[config.mk]
export PLATFORM = sky130hd
export DESIGN_NAME = sgdma_ctrl
export DESIGN_NICKNAME = d
export VERILOG_FILES = /design/src/rtl/sgdma_pkg.sv /design/src/rtl/sgdma_regs.sv /design/src/rtl/sgdma_engine.sv /design/src/rtl/sgdma_ctrl.sv
export SDC_FILE = /design/constraint.sdc
export NUM_CORES = 1
export LEC_CHECK = 0
export ABC_AREA = 1
export ABC_CLOCK_PERIOD_IN_PS = 4400
export BUFFER_PORTS_ARGS = -buffer_cell sky130_fd_sc_hd__buf_4
export CAP_MARGIN = 20
export CELL_PAD_IN_SITES_DETAIL_PLACEMENT = 1
export CELL_PAD_IN_SITES_GLOBAL_PLACEMENT = 1
export CORE_ASPECT_RATIO = 2
export CORE_MARGIN = 5
export CORE_UTILIZATION = 40
export CTS_CLUSTER_SIZE = 40
export DETAILED_ROUTE_END_ITERATION = 12
export GPL_TIMING_DRIVEN = 0
export PLACE_DENSITY = 0.89
export SLEW_MARGIN = 30
export SYNTH_ARGS = -nofsm -noshare
export SYNTH_HDL_FRONTEND = slang
export SYNTH_SLANG_ARGS = --single-unit
export TNS_END_PERCENT = 5
[constraint.sdc]
create_clock -name clk -period 4.4 [get_ports clk]
set_input_delay 0.66 -clock clk [delete_from_list [all_inputs] [get_ports clk]]
set_output_delay 0.66 -clock clk [all_outputs]
set_load 0.02 [all_outputs]
[src/rtl/sgdma_pkg.sv]
package sgdma_pkg;
  localparam int WORD_W  = 32;
  localparam int BE_W    = WORD_W / 8;
  localparam int RADDR_W = 2;

  localparam logic [RADDR_W-1:0] RA_CTRL = 2'd0;
  localparam logic [RADDR_W-1:0] RA_STAT = 2'd1;
  localparam logic [RADDR_W-1:0] RA_BASE = 2'd2;

  localparam int CB_GO   = 0;
  localparam int CB_HALT = 1;
  localparam int CB_DIR  = 2;
  localparam int CB_DESC = 3;
  localparam int CB_RST  = 7;
  localparam int CB_W32  = 11;
  localparam int CB_ISM  = 16;

  localparam int SB_ACT    = 0;
  localparam int SB_NEND   = 1;
  localparam int SB_ERR    = 2;
  localparam int SB_DEVINT = 4;
  localparam int SB_DEVTRM = 5;
  localparam int SB_DNEND  = 6;

  localparam logic [WORD_W-1:0] STICKY_MASK =
    (32'd1 << SB_NEND) | (32'd1 << SB_ERR) | (32'd1 << SB_DEVINT) |
    (32'd1 << SB_DEVTRM) | (32'd1 << SB_DNEND);
  localparam logic [WORD_W-1:0] CTRL_KEEP_MASK =
    (32'd1 << CB_DIR) | (32'd1 << CB_DESC) | (32'd1 << CB_RST) |
    (32'd1 << CB_W32) | (32'd1 << CB_ISM);

  typedef enum logic [2:0] {
    E_IDLE, E_FETCH_A, E_FETCH_L, E_MEM_RD, E_DEV_OUT, E_DEV_IN, E_MEM_WR
  } eng_state_t;

  // byte lanes of the next beat given the bytes still owed in the segment
  function automatic logic [BE_W-1:0] beat_be(input logic [31:0] left);
    case (left)
      32'd1:   return 4'b0001;
      32'd2:   return 4'b0011;
      32'd3:   return 4'b0111;
      default: return 4'b1111;
    endcase
  endfunction

  // bytes consumed by the next beat
  function automatic logic [2:0] beat_bytes(input logic [31:0] left);
    return (left >= 32'd4) ? 3'd4 : left[2:0];
  endfunction

  function automatic logic len_ok(input logic [31:0] len, input logic [31:0] max_len);
    return (len != 32'd0) && (len <= max_len);
  endfunction
endpackage

[src/rtl/sgdma_regs.sv]
module sgdma_regs
  import sgdma_pkg::*;
(
  input  logic               clk,
  input  logic               rst_n,
  input  logic               wr_en,
  input  logic [RADDR_W-1:0] wr_addr,
  input  logic [WORD_W-1:0]  wr_data,
  input  logic [RADDR_W-1:0] rd_addr,
  output logic [WORD_W-1:0]  rd_data,
  input  logic               dev_irq,
  input  logic               eng_busy,
  input  logic               ev_desc_done,
  input  logic               ev_normal_end,
  input  logic               ev_error,
  input  logic               ev_term,
  output logic               go,
  output logic               go_dir,
  output logic [WORD_W-1:0]  go_base,
  output logic               abort_req,
  output logic               start_bit
);
  logic [WORD_W-1:0] ctrl_q, ctrl_nxt, stat_q, stat_nxt, base_q;
  logic ctrl_wr, stat_wr, base_wr, start_try, mode_err;

  assign ctrl_wr = wr_en && (wr_addr == RA_CTRL);
  assign stat_wr = wr_en && (wr_addr == RA_STAT);
  assign base_wr = wr_en && (wr_addr == RA_BASE);

  assign start_try = ctrl_wr && wr_data[CB_GO] && !wr_data[CB_HALT] &&
                     !wr_data[CB_RST] && !ctrl_q[CB_GO] && !eng_busy;
  assign go        = start_try && wr_data[CB_DESC];
  assign mode_err  = start_try && !wr_data[CB_DESC];
  assign go_dir    = wr_data[CB_DIR];
  assign go_base   = base_q;
  assign abort_req = ctrl_wr && ctrl_q[CB_GO] && (wr_data[CB_HALT] || wr_data[CB_RST]);
  assign start_bit = ctrl_q[CB_GO];

  always_comb begin
    ctrl_nxt = ctrl_q;
    if (ctrl_wr) ctrl_nxt = wr_data & CTRL_KEEP_MASK;
    ctrl_nxt[CB_GO] = go | (ctrl_q[CB_GO] & ~abort_req & ~ev_normal_end &
                            ~ev_error & ~ev_term);
  end

  always_comb begin
    stat_nxt = stat_q;
    if (stat_wr) stat_nxt = stat_q & ~(wr_data & STICKY_MASK);
    if (ev_normal_end)        stat_nxt[SB_NEND]   = 1'b1;
    if (ev_error || mode_err) stat_nxt[SB_ERR]    = 1'b1;
    if (dev_irq)              stat_nxt[SB_DEVINT] = 1'b1;
    if (ev_term)              stat_nxt[SB_DEVTRM] = 1'b1;
    if (ev_desc_done)         stat_nxt[SB_DNEND]  = 1'b1;
    stat_nxt = stat_nxt & STICKY_MASK;
    if (ctrl_nxt[CB_RST]) stat_nxt = '0;
  end

  always_ff @(posedge clk or negedge rst_n) begin
    if (!rst_n) begin
      ctrl_q <= '0;
      stat_q <= '0;
      base_q <= '0;
    end else begin
      ctrl_q <= ctrl_nxt;
      stat_q <= stat_nxt;
      if (base_wr) base_q <= wr_data;
    end
  end

  always_comb begin
    case (rd_addr)
      RA_CTRL: rd_data = ctrl_q;
      RA_STAT: rd_data = stat_q | (WORD_W'(eng_busy) << SB_ACT);
      RA_BASE: rd_data = base_q;
      default: rd_data = '0;
    endcase
  end
endmodule

[src/rtl/sgdma_engine.sv]
module sgdma_engine
  import sgdma_pkg::*;
#(
  parameter int MAX_SEG_BYTES = 2**29
) (
  input  logic              clk,
  input  logic              rst_n,
  input  logic              go,
  input  logic              go_dir,
  input  logic [WORD_W-1:0] go_base,
  input  logic              abort_req,
  output logic              mem_req,
  output logic              mem_we,
  output logic [WORD_W-1:0] mem_addr,
  output logic [BE_W-1:0]   mem_be,
  output logic [WORD_W-1:0] mem_wdata,
  input  logic              mem_ack,
  input  logic [WORD_W-1:0] mem_rdata,
  output logic              dev_out_valid,
  output logic [WORD_W-1:0] dev_out_data,
  output logic [BE_W-1:0]   dev_out_be,
  input  logic              dev_out_ready,
  input  logic              dev_in_valid,
  input  logic [WORD_W-1:0] dev_in_data,
  output logic              dev_in_ready,
  output logic              busy,
  output logic              ev_desc_done,
  output logic              ev_normal_end,
  output logic              ev_error,
  output logic              ev_term
);
  localparam int LEN_W = $clog2(MAX_SEG_BYTES) + 1;
  localparam logic [WORD_W-1:0] MAX_LEN = WORD_W'(MAX_SEG_BYTES);

  eng_state_t        state, after_beat;
  logic [WORD_W-1:0] ptr, seg_addr, buf_q;
  logic [LEN_W-1:0]  left;
  logic              is_last, dir_q, halt_pend;
  logic              fetching, halt_now, beat_fire, seg_end, len_bad;

  assign fetching      = (state == E_FETCH_A) || (state == E_FETCH_L);
  assign busy          = (state != E_IDLE);
  assign mem_req       = fetching || (state == E_MEM_RD) || (state == E_MEM_WR);
  assign mem_we        = (state == E_MEM_WR);
  assign mem_addr      = fetching ? ptr : seg_addr;
  assign mem_be        = fetching ? {BE_W{1'b1}} : beat_be(32'(left));
  assign mem_wdata     = buf_q;
  assign dev_out_valid = (state == E_DEV_OUT);
  assign dev_out_data  = buf_q;
  assign dev_out_be    = beat_be(32'(left));
  assign dev_in_ready  = (state == E_DEV_IN);

  // a stop lands only between memory handshakes
  assign halt_now  = busy && (halt_pend || abort_req) && (!mem_req || mem_ack);
  assign beat_fire = !halt_now && (((state == E_MEM_WR) && mem_ack) ||
                                   ((state == E_DEV_OUT) && dev_out_ready));
  assign seg_end   = beat_fire && (left <= LEN_W'(4));
  assign len_bad   = !halt_now && (state == E_FETCH_L) && mem_ack &&
                     !len_ok(mem_rdata, MAX_LEN);

  assign ev_desc_done  = seg_end;
  assign ev_normal_end = seg_end && is_last;
  assign ev_error      = len_bad;
  assign ev_term       = halt_now;

  always_comb begin
    if (left <= LEN_W'(4)) after_beat = is_last ? E_IDLE : E_FETCH_A;
    else                   after_beat = dir_q ? E_DEV_IN : E_MEM_RD;
  end

  always_ff @(posedge clk or negedge rst_n) begin
    if (!rst_n) begin
      state     <= E_IDLE;
      ptr       <= '0;
      seg_addr  <= '0;
      buf_q     <= '0;
      left      <= '0;
      is_last   <= 1'b0;
      dir_q     <= 1'b0;
      halt_pend <= 1'b0;
    end else begin
      if (halt_now || !busy) halt_pend <= 1'b0;
      else if (abort_req)    halt_pend <= 1'b1;

      if (halt_now) begin
        state <= E_IDLE;
      end else begin
        case (state)
          E_IDLE: if (go) begin
            ptr   <= go_base & ~WORD_W'(3);
            dir_q <= go_dir;
            state <= E_FETCH_A;
          end
          E_FETCH_A: if (mem_ack) begin
            seg_addr <= {mem_rdata[WORD_W-1:1], 1'b0};
            is_last  <= mem_rdata[0];
            ptr      <= ptr + WORD_W'(4);
            state    <= E_FETCH_L;
          end
          E_FETCH_L: if (mem_ack) begin
            ptr  <= ptr + WORD_W'(4);
            left <= mem_rdata[LEN_W-1:0];
            if (len_bad) state <= E_IDLE;
            else         state <= dir_q ? E_DEV_IN : E_MEM_RD;
          end
          E_MEM_RD: if (mem_ack) begin
            buf_q <= mem_rdata;
            state <= E_DEV_OUT;
          end
          E_DEV_IN: if (dev_in_valid) begin
            buf_q <= dev_in_data;
            state <= E_MEM_WR;
          end
          E_DEV_OUT, E_MEM_WR: if (beat_fire) begin
            seg_addr <= seg_addr + WORD_W'(4);
            left     <= left - LEN_W'(beat_bytes(32'(left)));
            state    <= after_beat;
          end
          default: state <= E_IDLE;
        endcase
      end
    end
  end
endmodule

[src/rtl/sgdma_ctrl.sv]
module sgdma_ctrl
  import sgdma_pkg::*;
#(
  parameter int MAX_SEG_BYTES = 2**29
) (
  input  logic               clk,
  input  logic               rst_n,
  input  logic               reg_wr_en,
  input  logic [RADDR_W-1:0] reg_wr_addr,
  input  logic [WORD_W-1:0]  reg_wr_data,
  input  logic [RADDR_W-1:0] reg_rd_addr,
  output logic [WORD_W-1:0]  reg_rd_data,
  output logic               mem_req,
  output logic               mem_we,
  output logic [WORD_W-1:0]  mem_addr,
  output logic [BE_W-1:0]    mem_be,
  output logic [WORD_W-1:0]  mem_wdata,
  input  logic               mem_ack,
  input  logic [WORD_W-1:0]  mem_rdata,
  output logic               dev_out_valid,
  output logic [WORD_W-1:0]  dev_out_data,
  output logic [BE_W-1:0]    dev_out_be,
  input  logic               dev_out_ready,
  input  logic               dev_in_valid,
  input  logic [WORD_W-1:0]  dev_in_data,
  output logic               dev_in_ready,
  input  logic               dev_irq
);
  logic              go, go_dir, abort_req, start_bit;
  logic [WORD_W-1:0] go_base;
  logic              eng_busy, ev_desc_done, ev_normal_end, ev_error, ev_term;

  sgdma_regs u_regs (
    .clk, .rst_n,
    .wr_en(reg_wr_en), .wr_addr(reg_wr_addr), .wr_data(reg_wr_data),
    .rd_addr(reg_rd_addr), .rd_data(reg_rd_data),
    .dev_irq, .eng_busy, .ev_desc_done, .ev_normal_end, .ev_error, .ev_term,
    .go, .go_dir, .go_base, .abort_req, .start_bit
  );

  sgdma_engine #(.MAX_SEG_BYTES(MAX_SEG_BYTES)) u_engine (
    .clk, .rst_n, .go, .go_dir, .go_base, .abort_req,
    .mem_req, .mem_we, .mem_addr, .mem_be, .mem_wdata, .mem_ack, .mem_rdata,
    .dev_out_valid, .dev_out_data, .dev_out_be, .dev_out_ready,
    .dev_in_valid, .dev_in_data, .dev_in_ready,
    .busy(eng_busy), .ev_desc_done, .ev_normal_end, .ev_error, .ev_term
  );
endmodule

Word-level counts from Yosys, hierarchy flattened
Index checks and enable logic that the tools add are counted.
Word-level totals
  register bits: 177
  input bits: 107
  output and inout bits: 140
  logic and storage cells: 164
Operators by class
  add/subtract/negate cells: 3
  order comparisons: 3
  equal/unequal tests: 26
  muxes and demuxes: 39
  bitwise operators: 12
  reductions and logical operators: 64
Operators by type and width (count)
  $mux 32: 7
  $pmux 32 s2: 3
  $pmux 32 s3: 1
  $add 32x3->32 const B: 2
  $eq 30x2->1 const B: 2
  $mux 30: 2
  $pmux 30 s2: 1
  $mux 3: 11
  $le 32x30->1 const B: 1
  $reduce_bool 32->1: 1
  $eq 30x1->1 const B: 1
  $ge 30x3->1 const B: 1
  $le 30x3->1 const B: 1
  $sub 30x3->30: 1
  $logic_and 1x1->1: 23
  $pmux 3 s6: 1
  $reduce_bool 3->1: 6
  $reduce_and 4->1: 4
  $ne 3x2->1 const B: 5
  $mux 7: 2
  $pmux 4 s3: 1
  $ne 2x2->1 const B: 5
  $reduce_bool 2->1: 5
  $eq 3x3->1 const B: 3
  other kinds (22): 57

Logic depth before layout (Yosys ltp)
Gate-level depths: netlist (run 1).
  word-level depth: 16
  gate-level depth with buffers: 15
  gate-level depth less buffers: 15

By module
From an unflattened synthesis (run 1), not the netlist that was laid out.
Unflattened totals
  cells, all modules: 1625
  area total of the unflattened synthesis: 11377.2 µm²
Modules (own cells, without submodules)
  sgdma_engine: instances 1, cells each 1370, area each 9288.9 µm²
  sgdma_regs: instances 1, cells each 255, area each 2088.3 µm²

Worst setup path before layout (run 1)
OpenSTA, ideal clock, no wires.
  path kind: reg2out
  from: reg u_engine.state[2]
  to: out mem_addr[11]
  data arrival time: 1661 ps
  slack: 2079 ps
  cell stages (with the launch flop): 8
  path buffers: 2
  path through: dfrtp_1 -> inv_4 -> nand2_1 -> nor2_2 -> buf_2 -> buf_1 -> nand2_1 -> o21ai_0
Between the ends
  longest elaborated chain between the ends: 3
RTL lines
  from (decl): line sgdma_engine.sv:35  | eng_state_t state, after_beat;
  from (signal assigned): line sgdma_engine.sv:104  | else state <= dir_q ? E_DEV_IN : E_MEM_RD;
  from (signal assigned): line sgdma_engine.sv:117  | state <= after_beat;
  $eq 3x1->1 or $eq 3x2->1 (tied branches): line sgdma_engine.sv:41  | assign fetching = (state == E_FETCH_A) || (state == E_FETCH_L);
  $logic_or 1x1->1 *: line sgdma_engine.sv:41
  $mux 32 *: line sgdma_engine.sv:45  | assign mem_addr = fetching ? ptr : seg_addr;
  to (decl): line sgdma_ctrl.sv:15  | output logic [WORD_W-1:0] mem_addr,
Mark *: on every way between the ends. The rest lies on a longest branch, timed or not.

Final worst setup path (run 1)
  from: reg u_engine.state[2]
  to: out mem_addr[5]
The elaborated chain is that of the path after synthesis.

==> summary.log, run 1 <==
[synth] multiplexer fraction of the synthesized cell area 0.5053%
[placed_design] Cell Count Post-Placement 2193
[final_layout] final std cells w/o fill 2225
[detailed_routing] via count of the routed design 12210
[sta] setup violation total in the final timing report 0
[detailed_routing] Detailed Routing Iterations Pass 1 4
[synth] synthesized cell area 11140 um2
[final_layout] fraction of final layout cells with drive strength greater than 1 21.25%
[clock_tree] number of clock sinks 172
[synth] share of synthesized registers carrying an async set or reset 100.0%
[synth] Synth warnings 0
[die] starting density of the core 40.45%
[synth] Adder-Cell Fraction of Synth Area 0.3369%
[detailed_routing] post-detailed-routing wire length 48010 um
[final_layout] fin nets 1970
[die] core area 27550 um2
[synth] flop and latch count out of synthesis 172
[global_routing] maximum number of pins on one net before global-route repair 84
[synth] dominant combinational cell family by area after synthesis simple AND/OR/NAND/NOR gates
[worst_setup_path] Crit path top cell by count sky130_fd_sc_hd__clkbuf_1
[detailed_routing] Residual DRC 0
[final_layout] most common cell after layout, fill and taps aside sky130_fd_sc_hd__nand2_1
[worst_setup_path] data required time of the worst path 3.74 ns
[synth] mean area per synthesized cell 6.990 um2
[worst_setup_path] critical path arrival 3.09 ns
[sta] final hold viol count 0
[global_routing] total congestion overflow 0
[detailed_routing] wire per inst 21.58 um
[clock_tree] CTS buffer count 17
[final_layout] area growth from synthesis to final layout 26.00%
[power] Lkg Pwr 0.006781 uW
[final_layout] highest-count cells in the layout ignoring fill and taps 406 x sky130_fd_sc_hd__nand2_1, 279 x sky130_fd_sc_hd__buf_4, 187 x sky130_fd_sc_hd__nor2_1
[worst_setup_path] kind of launch point of the worst setup path flip-flop
[clock_tree] number of H-tree levels 4
[worst_setup_path] largest fanout on the critical path 10
[clock_tree] CTS Buffer Depth 2
[worst_setup_path] kind of critical path reg2out
[global_routing] antenna violations before repair 0
[sta] worst relative slew slack 34.60%
[sta] Clock Skew 0.007838 ns
[clock_tree] insertion delay to the later sink of the worst-skew pair 0.48 ns
[final_layout] Antenna Diode Count 0
[synth] XOR/XNOR share of the synthesized area 2.830%
[worst_setup_path] library cell contributing the largest single delay on the critical path sky130_fd_sc_hd__clkbuf_1
[sta] worst-margin pin slew 0.9735 ns
[placed_design] sum of net half-perimeters after detailed placement 38690 um
[synth] dominant synthesized flop cell sky130_fd_sc_hd__dfrtp_1
[detailed_routing] number of DRC violations after detailed-routing iteration 0 551
[sta] Period Utilization, post-route 85.32%
[clock_tree] number of buffers inserted by post-CTS setup repair 0
[clock_tree] post-cts gate resize count 0
[worst_setup_path] series of cell instances along the critical path inv_4 -> nand2_1 -> nor2_2 -> clkbuf_1 -> clkbuf_1 -> o21ai_0 -> buf_4
[clock_tree] Post-CTS Hold Fix Bufs 0
[synth] simple logic cell fraction of the synthesized area 30.01%
[detailed_routing] post-route ant nets 0
[worst_setup_path] critical register-to-register path endpoint u_engine.left[11]
[sta] setup slack of the critical path after layout 0.6458 ns
[placed_design] IO buf count 243
[clock_tree] Clock Pin Slew Worst Setup and Hold Paths 0.07 ns
[worst_setup_path] startpoint of the most critical setup path u_engine.state[2]
[synth] sequential area share after synthesis 38.63%
[worst_setup_path] worst reg-to-reg path cell count 9
[run] max-cap check violation count 0
[worst_setup_path] nature of the critical path endpoint primary output
[die] number of rows in the core area 86
[die] y dimension of the die 246.0 um
[status] outcome completed
[die] x dimension of the die 128.0 um
[sta] count of final max-slew check failures 0
[final_layout] number of fillers in the final layout 3642
[placed_design] RePlAce Congestion 1.056
[sta] Fin Setup TNS 0 ns
[synth] synthesized netlist cell count 1594
[worst_setup_path] Largest stage delay, worst path 0.52 ns
[worst_setup_path] RR Startpoint u_engine.state[2]
[synth] Post-synth EDFFs 0
[synth] count of different cell masters after synthesis 58
[clock_tree] CTS tree done
[clock_tree] CTS root buffer sky130_fd_sc_hd__clkbuf_16
[final_layout] final core utilization 50.96%
[power] PD cells 736.6 nW/um2
[worst_setup_path] Crit path buffers/inverters 4
[worst_setup_path] gate family responsible for the most delay along the worst path buffers and inverters
[sta] fin crit period 3.754 ns
[worst_setup_path] reg-to-reg setup timing slack 1.69 ns
[detailed_routing] vias per std cell 5.486
[sta] Max Fclk 266.4 MHz
[placed_design] post-placement worst setup slack 1.224 ns
[synth] compound-gate portion of the synthesized area 16.35%
[die] I/O pin total 247
[die] die area 31500 um2
[global_routing] global-route wire length before repair 72880 um
[global_routing] Tot GR Track Use 30.36%
[global_routing] number of global-route vias before repair 13560
[hold_path] path class of the lowest-slack min-delay path in2async
[sta] RSZ-0062 raised after global routing false
[power] maximum resistive drop on vdd 0.0004342 V
-- worst max path at each step --
stage              endpoint  cells after the start
5_1_grt         mem_addr[5]                      7
3_3_place_gp    mem_addr[5]                      7
3_5_place_dp    mem_addr[5]                      7
6_report        mem_addr[5]                      7
2_1_floorplan  mem_addr[11]                      7
4_1_cts         mem_addr[5]                      7
-- flip-flops by register name, summed over array words and instances, names as in the netlist --
signal                 flops
u_engine.dev_out_data     32
u_engine.dir_q             1
u_engine.halt_pend         1
u_engine.is_last           1
u_engine.left             30
u_engine.ptr              30
u_engine.seg_addr         31
u_engine.state             3
u_regs.ctrl_q              6
u_regs.go_base            32
u_regs.stat_q              5
-- logic make-up after synthesis --
kind of cell,after synthesis
AOI/OAI and AO/OA,322
xor gates and xnor gates,36
adders and majority gates,3
buffers and inverters,283
DFF,172
muxes,5
other,2
and+or+nand+nor,771
-- metal layers --
layer / routed length (um) / GRT usage [%] / share of wire, % / vias up
met5: 0 / 0 / 0 / -
met3: 2152 / 4.773 / 4.5 / 196
met2: 26080 / 57.10 / 54 / 429
met4: 4470 / 26.50 / 9.3 / 0
li1: - / - / - / 5684
met1: 15310 / 27.00 / 32 / 5898
-- final cells by class --
class                           count  area (um2)  area share [%]
Multi-Input combinational cell   1141        5589           39.81
Sequential cell                   172        4304           30.66
Timing Repair Buffer              245        1887           13.44
Inverter                          186       703.2           5.009
Buffer                             97       553.0           3.939
Tap cell                          352       440.4           3.137
Clock buffer                       18       439.2           3.128
Clock inverter                     14       122.6          0.8734
-- cells in the mapped netlist (5+ instances only) --
cell type / n / area (um2)
sky130_fd_sc_hd__a31oi_1: 33 / 206.5
sky130_fd_sc_hd__nor4_1: 21 / 131.4
sky130_fd_sc_hd__inv_2: 12 / 45.04
sky130_fd_sc_hd__nand4_1: 26 / 162.7
sky130_fd_sc_hd__o21ai_1: 37 / 185.2
sky130_fd_sc_hd__o211ai_1: 5 / 37.54
sky130_fd_sc_hd__clkbuf_1: 35 / 131.4
sky130_fd_sc_hd__buf_4: 37 / 277.8
sky130_fd_sc_hd__nor2_4: 6 / 67.56
sky130_fd_sc_hd__xor2_1: 32 / 280.3
sky130_fd_sc_hd__a21boi_1: 7 / 52.55
sky130_fd_sc_hd__nand2_1: 406 / 1524
sky130_fd_sc_hd__a21oi_1: 72 / 360.4
sky130_fd_sc_hd__nor2_1: 187 / 701.9
sky130_fd_sc_hd__nand3_1: 61 / 305.3
sky130_fd_sc_hd__o22ai_1: 5 / 31.28
sky130_fd_sc_hd__dfrtp_1: 172 / 4304
sky130_fd_sc_hd__a22oi_1: 7 / 52.55
sky130_fd_sc_hd__nor2_2: 11 / 68.82
sky130_fd_sc_hd__o21ai_0: 127 / 635.6
sky130_fd_sc_hd__nand2_2: 10 / 62.56
sky130_fd_sc_hd__buf_1: 5 / 18.77
sky130_fd_sc_hd__inv_1: 171 / 641.9
sky130_fd_sc_hd__nor3_1: 27 / 135.1
sky130_fd_sc_hd__buf_2: 15 / 75.07
-- report_power, final --
group / total (uW) / switching [uW] / internal, uW
Combinational: 5940 / 3860 / 2080
Sequential: 2890 / 664 / 2220
Clock: 1510 / 717 / 791
-- stage by stage --
| stage | total power [uW] | area (um2) | hold slack [ns] |
|---|---|---|---|
| final | 10340 | 14040 | 0.05458 |
| after global routing | 10920 | 14040 | 0.07642 |
| after CTS | 10330 | 14040 | 0.06929 |
| after detailed placement | 8780 | 13480 | 0.4738 |
| after global placement | 8521 | 13410 | 0.4669 |
| after floorplan | 6323 | 11150 | 0.3644 |
Power figures use the tool's default switching activity.
==> inputs of run 2 (changes only) <==
--- a/config.mk
+++ b/config.mk
@@ -5,7 +5,7 @@
 export SDC_FILE = /design/constraint.sdc
 export NUM_CORES = 1
 export LEC_CHECK = 0
-export ABC_AREA = 1
+export ABC_AREA = 0
 export ABC_CLOCK_PERIOD_IN_PS = 4400
 export BUFFER_PORTS_ARGS = -buffer_cell sky130_fd_sc_hd__buf_4
 export CAP_MARGIN = 20
@@ -13,11 +13,11 @@
 export CELL_PAD_IN_SITES_GLOBAL_PLACEMENT = 1
 export CORE_ASPECT_RATIO = 2
 export CORE_MARGIN = 5
-export CORE_UTILIZATION = 40
+export CORE_UTILIZATION = 44
 export CTS_CLUSTER_SIZE = 40
 export DETAILED_ROUTE_END_ITERATION = 12
 export GPL_TIMING_DRIVEN = 0
-export PLACE_DENSITY = 0.89
+export PLACE_DENSITY = 0.93
 export SLEW_MARGIN = 30
 export SYNTH_ARGS = -nofsm -noshare
 export SYNTH_HDL_FRONTEND = slang
==> run 2 against run 1 <==
  * Setup slack got worse by 0.31 ns
  * Clock power increased by 11%
  * Cell area decreased by 5.2%
  * Critical endpoint is now mem_we
  * Non-clock buffer count increased by 13
  * Sequential share of layout area increased by 1.7 points
  * Wire length decreased by 1.2%
  * Clock skew increased by 0.0098 ns
  * Core utilization increased by 6.1 points
  * Sequential power increased by 7%
  * Synthesized area decreased by 6.4%
  * Largest cell class unchanged
==> summary.log, run 2 <==
[power] net switching power of the design 4630 uW
[clock_tree] CTS Buffer Depth 2
[final_layout] highest-count cells in the layout ignoring fill and taps 275 x sky130_fd_sc_hd__buf_4, 192 x sky130_fd_sc_hd__nand2_1, 172 x sky130_fd_sc_hd__dfrtp_1
[worst_setup_path] kind of launch point of the worst setup path flip-flop
[die] core area 23330 um2
[die] starting density of the core 44.73%
[worst_setup_path] critical register-to-register path endpoint u_engine.left[2]
[clock_tree] CTS buffer count 17
[global_routing] global-route wire length before repair 73040 um
[synth] area share of the largest cell type after synthesis 41.25%
[worst_setup_path] startpoint of the most critical setup path u_engine.state[0]
[worst_setup_path] Largest stage delay, worst path 0.67 ns
[clock_tree] insertion delay to the later sink of the worst-skew pair 0.47 ns
[global_routing] Tot GR Track Use 34.88%
[power] part of the total power dissipated in the clock network 17.2%
[sta] setup slack of the critical path after layout 0.3385 ns
[die] I/O pin total 247
[synth] synthesized cell area 10430 um2
[final_layout] total area of multi-input combinational cells 5517 um2
[sta] RSZ-0062 raised after global routing false
[power] power share of the sequential group 31.7%
[die] x dimension of the die 118.9 um
[sta] count of final max-slew check failures 0
[synth] mean area per synthesized cell 8.552 um2
[detailed_routing] wire per inst 26.64 um
[die] die area 27080 um2
[synth] Adder-Cell Fraction of Synth Area 0.3598%
[die] number of rows in the core area 79
[worst_setup_path] library cell contributing the largest single delay on the critical path sky130_fd_sc_hd__clkbuf_1
[synth] compound-gate portion of the synthesized area 21.41%
[synth] share of synthesized registers carrying an async set or reset 100.0%
[detailed_routing] vias per std cell 6.434
[final_layout] area growth from synthesis to final layout 27.53%
[sta] Fin Setup TNS 0 ns
[synth] most used standard cells in the synthesized netlist 192 x sky130_fd_sc_hd__nand2_1, 172 x sky130_fd_sc_hd__dfrtp_1, 100 x sky130_fd_sc_hd__a21oi_1
[worst_setup_path] Crit path top cell by count sky130_fd_sc_hd__clkbuf_1
[sta] worst-margin pin slew 0.9099 ns
[final_layout] most common cell after layout, fill and taps aside sky130_fd_sc_hd__buf_4
[final_layout] Antenna Diode Count 0
[detailed_routing] post-route ant nets 0
[synth] dominant cells by area after synthesis sky130_fd_sc_hd__dfrtp_1 41%, sky130_fd_sc_hd__nand2_1 6.9%, sky130_fd_sc_hd__a21oi_1 4.8%
[final_layout] number of fillers in the final layout 2801
[placed_design] IO buf count 241
[detailed_routing] Residual DRC 0
[worst_setup_path] largest fanout on the critical path 10
[worst_setup_path] gate family responsible for the most delay along the worst path buffers and inverters
[synth] largest area contributor in the synthesized netlist sky130_fd_sc_hd__dfrtp_1
[power] PD cells 734.4 nW/um2
[clock_tree] CTS tree done
[synth] count of different cell masters after synthesis 81
[sta] Period Utilization, post-route 92.31%
[worst_setup_path] data required time of the worst path 3.74 ns
[power] fraction of power spent switching nets 47.38%
[sta] Max Fclk 246.2 MHz
[synth] multiplexer fraction of the synthesized cell area 8.154%
[placed_design] RePlAce Congestion 1.003
[sta] Clock Skew 0.01760 ns
[worst_setup_path] critical path arrival 3.40 ns
[global_routing] maximum number of pins on one net before global-route repair 76
[power] maximum resistive drop on vdd 0.0003335 V
[power] power consumption 9772 uW
[final_layout] Final Cell Area 13310 um2
[power] Logic pwr share 51.2%
[placed_design] sum of net half-perimeters after detailed placement 35990 um
[final_layout] fin nets 1594
[detailed_routing] post-detailed-routing wire length 47420 um
[worst_setup_path] worst reg-to-reg path cell count 12
[power] Internal 5142 uW
[final_layout] final core utilization 57.04%
[sta] setup violation total in the final timing report 0
[clock_tree] Clock Pin Slew Worst Setup and Hold Paths 0.07 ns
[placed_design] post-placement cell area 12670 um2
[synth] most numerous cell in the Yosys netlist sky130_fd_sc_hd__nand2_1
[clock_tree] CTS root buffer sky130_fd_sc_hd__clkbuf_16
[synth] sequential area share after synthesis 41.25%
[sta] worst relative slew slack 38.88%
[power] Lkg Pwr 0.006064 uW
[global_routing] antenna violations before repair 0
[worst_setup_path] nature of the critical path endpoint primary output
[synth] dominant synthesized flop cell sky130_fd_sc_hd__dfrtp_1
[clock_tree] number of H-tree levels 4
[detailed_routing] number of DRC violations after detailed-routing iteration 0 740
[status] outcome completed
[synth] dominant combinational cell family by area after synthesis simple AND/OR/NAND/NOR gates
[synth] Post-synth EDFFs 0
[clock_tree] number of clock sinks 172
[synth] Synth warnings 0
[worst_setup_path] kind of critical path reg2out
[worst_setup_path] reg-to-reg setup timing slack 0.50 ns
[final_layout] area of all sequential standard cells 4304 um2
[global_routing] number of global-route vias before repair 12630
[hold_path] path class of the lowest-slack min-delay path in2async
[clock_tree] post-cts gate resize count 0
[sta] fin crit period 4.062 ns
[synth] flop and latch count out of synthesis 172
[synth] synthesized netlist cell count 1220
[die] y dimension of the die 227.8 um
[synth] XOR/XNOR share of the synthesized area 0.08394%
[worst_setup_path] RR Startpoint u_engine.left[22]
[final_layout] fraction of final layout cells with drive strength greater than 1 25.85%
[detailed_routing] Detailed Routing Iterations Pass 1 5
[worst_setup_path] Crit path buffers/inverters 4
[worst_setup_path] series of cell instances along the critical path clkbuf_1 -> nor2_1 -> clkbuf_1 -> clkbuf_1 -> and2_1 -> buf_4
[clock_tree] Post-CTS Hold Fix Bufs 0
[run] max-cap check violation count 0
[placed_design] post-placement worst setup slack 0.7024 ns
[detailed_routing] via count of the routed design 11450
[synth] simple logic cell fraction of the synthesized area 22.68%
[sta] final hold viol count 0
[global_routing] total congestion overflow 0
[clock_tree] number of buffers inserted by post-CTS setup repair 0
==> run 2: cell types whose count changed after synthesis, sizes merged, moves of 17 or more <==
cell,delta
a31oi,-19
o21ai,-50
mux2i,+40
xor2,-31
a2bb2oi,+17
nand2,-228
and2,+28
inv,-170
o22ai,+26
nor2,-133
nand3,-17
clkbuf,+23
mux2,+35
a21oi,+27
==> run 2: worst max-delay path by stage <==
stage | endpoint | slack (ns) | depth (start not counted)
5_1_grt | mem_we | 0.25 | 6
3_5_place_dp | u_engine.left[20] | 0.70 | 13
4_1_cts | mem_we | 0.47 | 6
2_1_floorplan | u_engine.left[20] | 1.57 | 13
6_report | mem_we | 0.34 | 6
3_3_place_gp | u_engine.left[20] | 0.75 | 13
==> run 2: final cells by class <==
type	instances	area share, %
plain buffers	112	4.278
clock buffers	19	3.329
clock inverters	13	1.439
inverters	15	0.4231
multi-input cells	923	41.46
flip-flops and latches	172	32.35
well taps	283	2.661
repair buffers	243	14.07
==> run 2: cells by family after synthesis <==
group / count (synthesis)
AND/OR/NAND/NOR: 472
flip-flops: 172
buffers and inverters: 127
XOR/XNOR: 1
AO/OA/AOI/OAI: 363
multiplexers: 80
other: 2
adder cells (fa/ha/maj): 3
==> run 2: power by group through the flow <==
stage	Sequential, uW	Clock (uW)	Combinational (uW)
after detailed placement	3060	0	4910
after floorplan	2970	0	2800
after CTS	3050	1690	4970
after global placement	3010	0	4740
after global routing	3170	1750	5330
final	3090	1680	5000
==> run 2: routing by layer <==
| layer | share of wire, % | track usage [%] | routed length, um |
|---|---|---|---|
| met3 | 5.2 | 5.795 | 2446 |
| met4 | 9.8 | 30.98 | 4638 |
| met2 | 54 | 63.56 | 25370 |
| met1 | 32 | 32.68 | 14960 |
| met5 | 0 | 0 | 0 |
==> run 2: through the flow <==
step           hold slack, ns  cells
6_report              0.08510   1780
5_1_grt                0.1156   1780
4_1_cts               0.09482   1780
3_5_place_dp           0.4868   1748
3_3_place_gp           0.4871   1746
2_1_floorplan          0.3644   1222
==> inputs of run 3 (changes only) <==
--- a/config.mk
+++ b/config.mk
@@ -16,8 +16,8 @@
 export CORE_UTILIZATION = 44
 export CTS_CLUSTER_SIZE = 40
 export DETAILED_ROUTE_END_ITERATION = 12
-export GPL_TIMING_DRIVEN = 0
 export PLACE_DENSITY = 0.93
+export SETUP_SLACK_MARGIN = 0.3
 export SLEW_MARGIN = 30
 export SYNTH_ARGS = -nofsm -noshare
 export SYNTH_HDL_FRONTEND = slang
==> run 3 against run 2 <==
  * Core utilization down 1.8 points
  * Total power decreased by 6.0%
  * Sequential share of layout area up 1.0 points
  * First-iteration DRC count up 2.2%
  * Clock power is 6% lower
  * Register-to-register slack better by 0.46 ns
  * Critical path depth did not move
  * Sequential power hardly changed
  * Non-clock buffer count shrank 88
  * Via count is 7.0% lower
  * Wire length decreased by 16%
==> summary.log, run 3 (same netlist as run 2, synthesis figures left out) <==
[status] outcome completed
[global_routing] global-route wire length before repair 62340 um
[final_layout] highest-count cells in the layout ignoring fill and taps 265 x sky130_fd_sc_hd__buf_4, 191 x sky130_fd_sc_hd__nand2_1, 172 x sky130_fd_sc_hd__dfrtp_1
[worst_setup_path] startpoint of the most critical setup path u_engine.state[0]
[clock_tree] number of H-tree levels 4
[detailed_routing] post-detailed-routing wire length 40020 um
[sta] count of final max-slew check failures 0
[power] maximum resistive drop on vdd 0.0003359 V
[worst_setup_path] data required time of the worst path 3.74 ns
[clock_tree] number of buffers inserted by post-CTS setup repair 0
[detailed_routing] Max Used Layer met4
[sta] Fin Setup TNS 0 ns
[worst_setup_path] worst reg-to-reg path cell count 10
[worst_setup_path] kind of critical path reg2out
[detailed_routing] Residual DRC 0
[sta] Max Fclk 269.0 MHz
[sta] final hold viol count 0
[sta] worst relative slew slack 42.22%
[final_layout] Antenna Diode Count 0
[final_layout] most common cell after layout, fill and taps aside sky130_fd_sc_hd__buf_4
[detailed_routing] Met1 Wirelength 13330 um
[worst_setup_path] nature of the critical path endpoint primary output
[die] y dimension of the die 227.8 um
[global_routing] antenna violations before repair 0
[clock_tree] CTS root buffer sky130_fd_sc_hd__clkbuf_16
[worst_setup_path] RR Startpoint u_engine.left[23]
[final_layout] fraction of final layout cells with drive strength greater than 1 25.90%
[global_routing] total congestion overflow 0
[clock_tree] CTS tree done
[die] number of rows in the core area 79
[clock_tree] insertion delay to the later sink of the worst-skew pair 0.46 ns
[power] Lkg Pwr 0.005847 uW
[final_layout] area growth from synthesis to final layout 23.53%
[worst_setup_path] kind of launch point of the worst setup path flip-flop
[detailed_routing] Detailed Routing Iterations Pass 1 5
[placed_design] IO buf count 243
[placed_design] RePlAce Congestion 0.9656
[clock_tree] Clock Pin Slew Worst Setup and Hold Paths 0.06 ns
[die] starting density of the core 44.73%
[power] power consumption 9181 uW
[hold_path] path class of the lowest-slack min-delay path in2async
[final_layout] number of fillers in the final layout 2797
[power] PD cells 712.3 nW/um2
[clock_tree] Post-CTS Hold Fix Bufs 0
[final_layout] fin nets 1506
[clock_tree] post-cts gate resize count 0
[sta] RSZ-0062 raised after global routing false
[detailed_routing] via count of the routed design 10650
[detailed_routing] DR WL met2 21850 um
[final_layout] area of all sequential standard cells 4304 um2
[detailed_routing] number of DRC violations after detailed-routing iteration 0 756
[global_routing] maximum number of pins on one net before global-route repair 104
[sta] setup violation total in the final timing report 0
[die] x dimension of the die 118.9 um
[final_layout] total area of multi-input combinational cells 5555 um2
[detailed_routing] wire per inst 23.65 um
[sta] worst-margin pin slew 0.8667 ns
[global_routing] number of global-route vias before repair 11260
[worst_setup_path] largest fanout on the critical path 28
[clock_tree] number of clock sinks 172
[placed_design] sum of net half-perimeters after detailed placement 29810 um
[clock_tree] CTS buffer count 17
[sta] Period Utilization, post-route 84.50%
[worst_setup_path] critical path arrival 3.06 ns
[detailed_routing] vias per std cell 6.293
[sta] fin crit period 3.718 ns
[die] I/O pin total 247
[clock_tree] CTS Buffer Depth 2
[die] core area 23330 um2
[detailed_routing] routed wire length on met3 2018 um
[run] max-cap check violation count 0
[global_routing] Tot GR Track Use 29.15%
[die] die area 27080 um2
[sta] Clock Skew 0.01156 ns
[detailed_routing] post-route ant nets 0
[run 3: cell types whose count changed in the layout (fill, tap and decap cells not counted), sizes merged]
cell,before,now
bufinv,4,3
clkinvlp,3,2
clkbuf,78,23
inv,16,17
clkinv,5,2
buf,296,267
[run 3: where the power goes]
part | leakage, uW | switching, uW | internal, uW
registers | 0.00206 | 884 | 2230
clock network | 0.000282 | 673 | 912
logic | 0.00351 | 2720 | 1770
[run 3: layout make-up]
cell class	instances	area share, %
Multi-Input combinational cell	923	43.10
Timing Repair Buffer	267	15.71
Clock inverter	9	1.058
Clock buffer	23	3.553
Tap cell	283	2.747
Sequential cell	172	33.39
Inverter	15	0.4369
[run 3: worst paths after layout]
| path | end | slack (ns) |
|---|---|---|
| min in group clk | u_regs.go_base[27] | 0.43 |
| worst max-delay path | mem_addr[26] | 0.68 |
| worst min register to register | u_engine.dev_out_data[26] | 0.52 |
| max in group asynchronous | u_engine.dev_out_data[31] | 3.25 |
| worst min-delay path | u_engine.dev_out_data[23] | 0.23 |
| worst max register to register | u_engine.left[6] | 0.96 |
[run 3: critical path: stages, from the launching register on]
cell and delay (ns):
sky130_fd_sc_hd__dfrtp_1 0.87, sky130_fd_sc_hd__nand2b_1 0.28, sky130_fd_sc_hd__a21oi_4 0.68, sky130_fd_sc_hd__buf_4 0.40, sky130_fd_sc_hd__nand2_1 0.13, sky130_fd_sc_hd__nand2_1 0.08, sky130_fd_sc_hd__buf_4 0.14
[run 3: metrics by stage]
stage                     util [%]  hold WS (ns)  cell area, um2  worst slack [ns]  cells
after global placement       52.69        0.4864           12290             1.154   1660
after floorplan                  -        0.3644           10440             1.567   1222
after detailed placement     52.70        0.4985           12290             1.043   1660
final                        55.25        0.2327           12890            0.6819   1692
after CTS                    55.25        0.2917           12890            0.7316   1692
after global routing         55.25        0.3189           12890            0.4665   1692
[run 3: routing by layer]
| layer | track usage [%] | vias up |
|---|---|---|
| met2 | 53.61 | 416 |
| met4 | 20.38 | 0 |
| li1 | - | 4768 |
| met3 | 5.126 | 152 |
| met5 | 0 | - |
| met1 | 29.11 | 5311 |
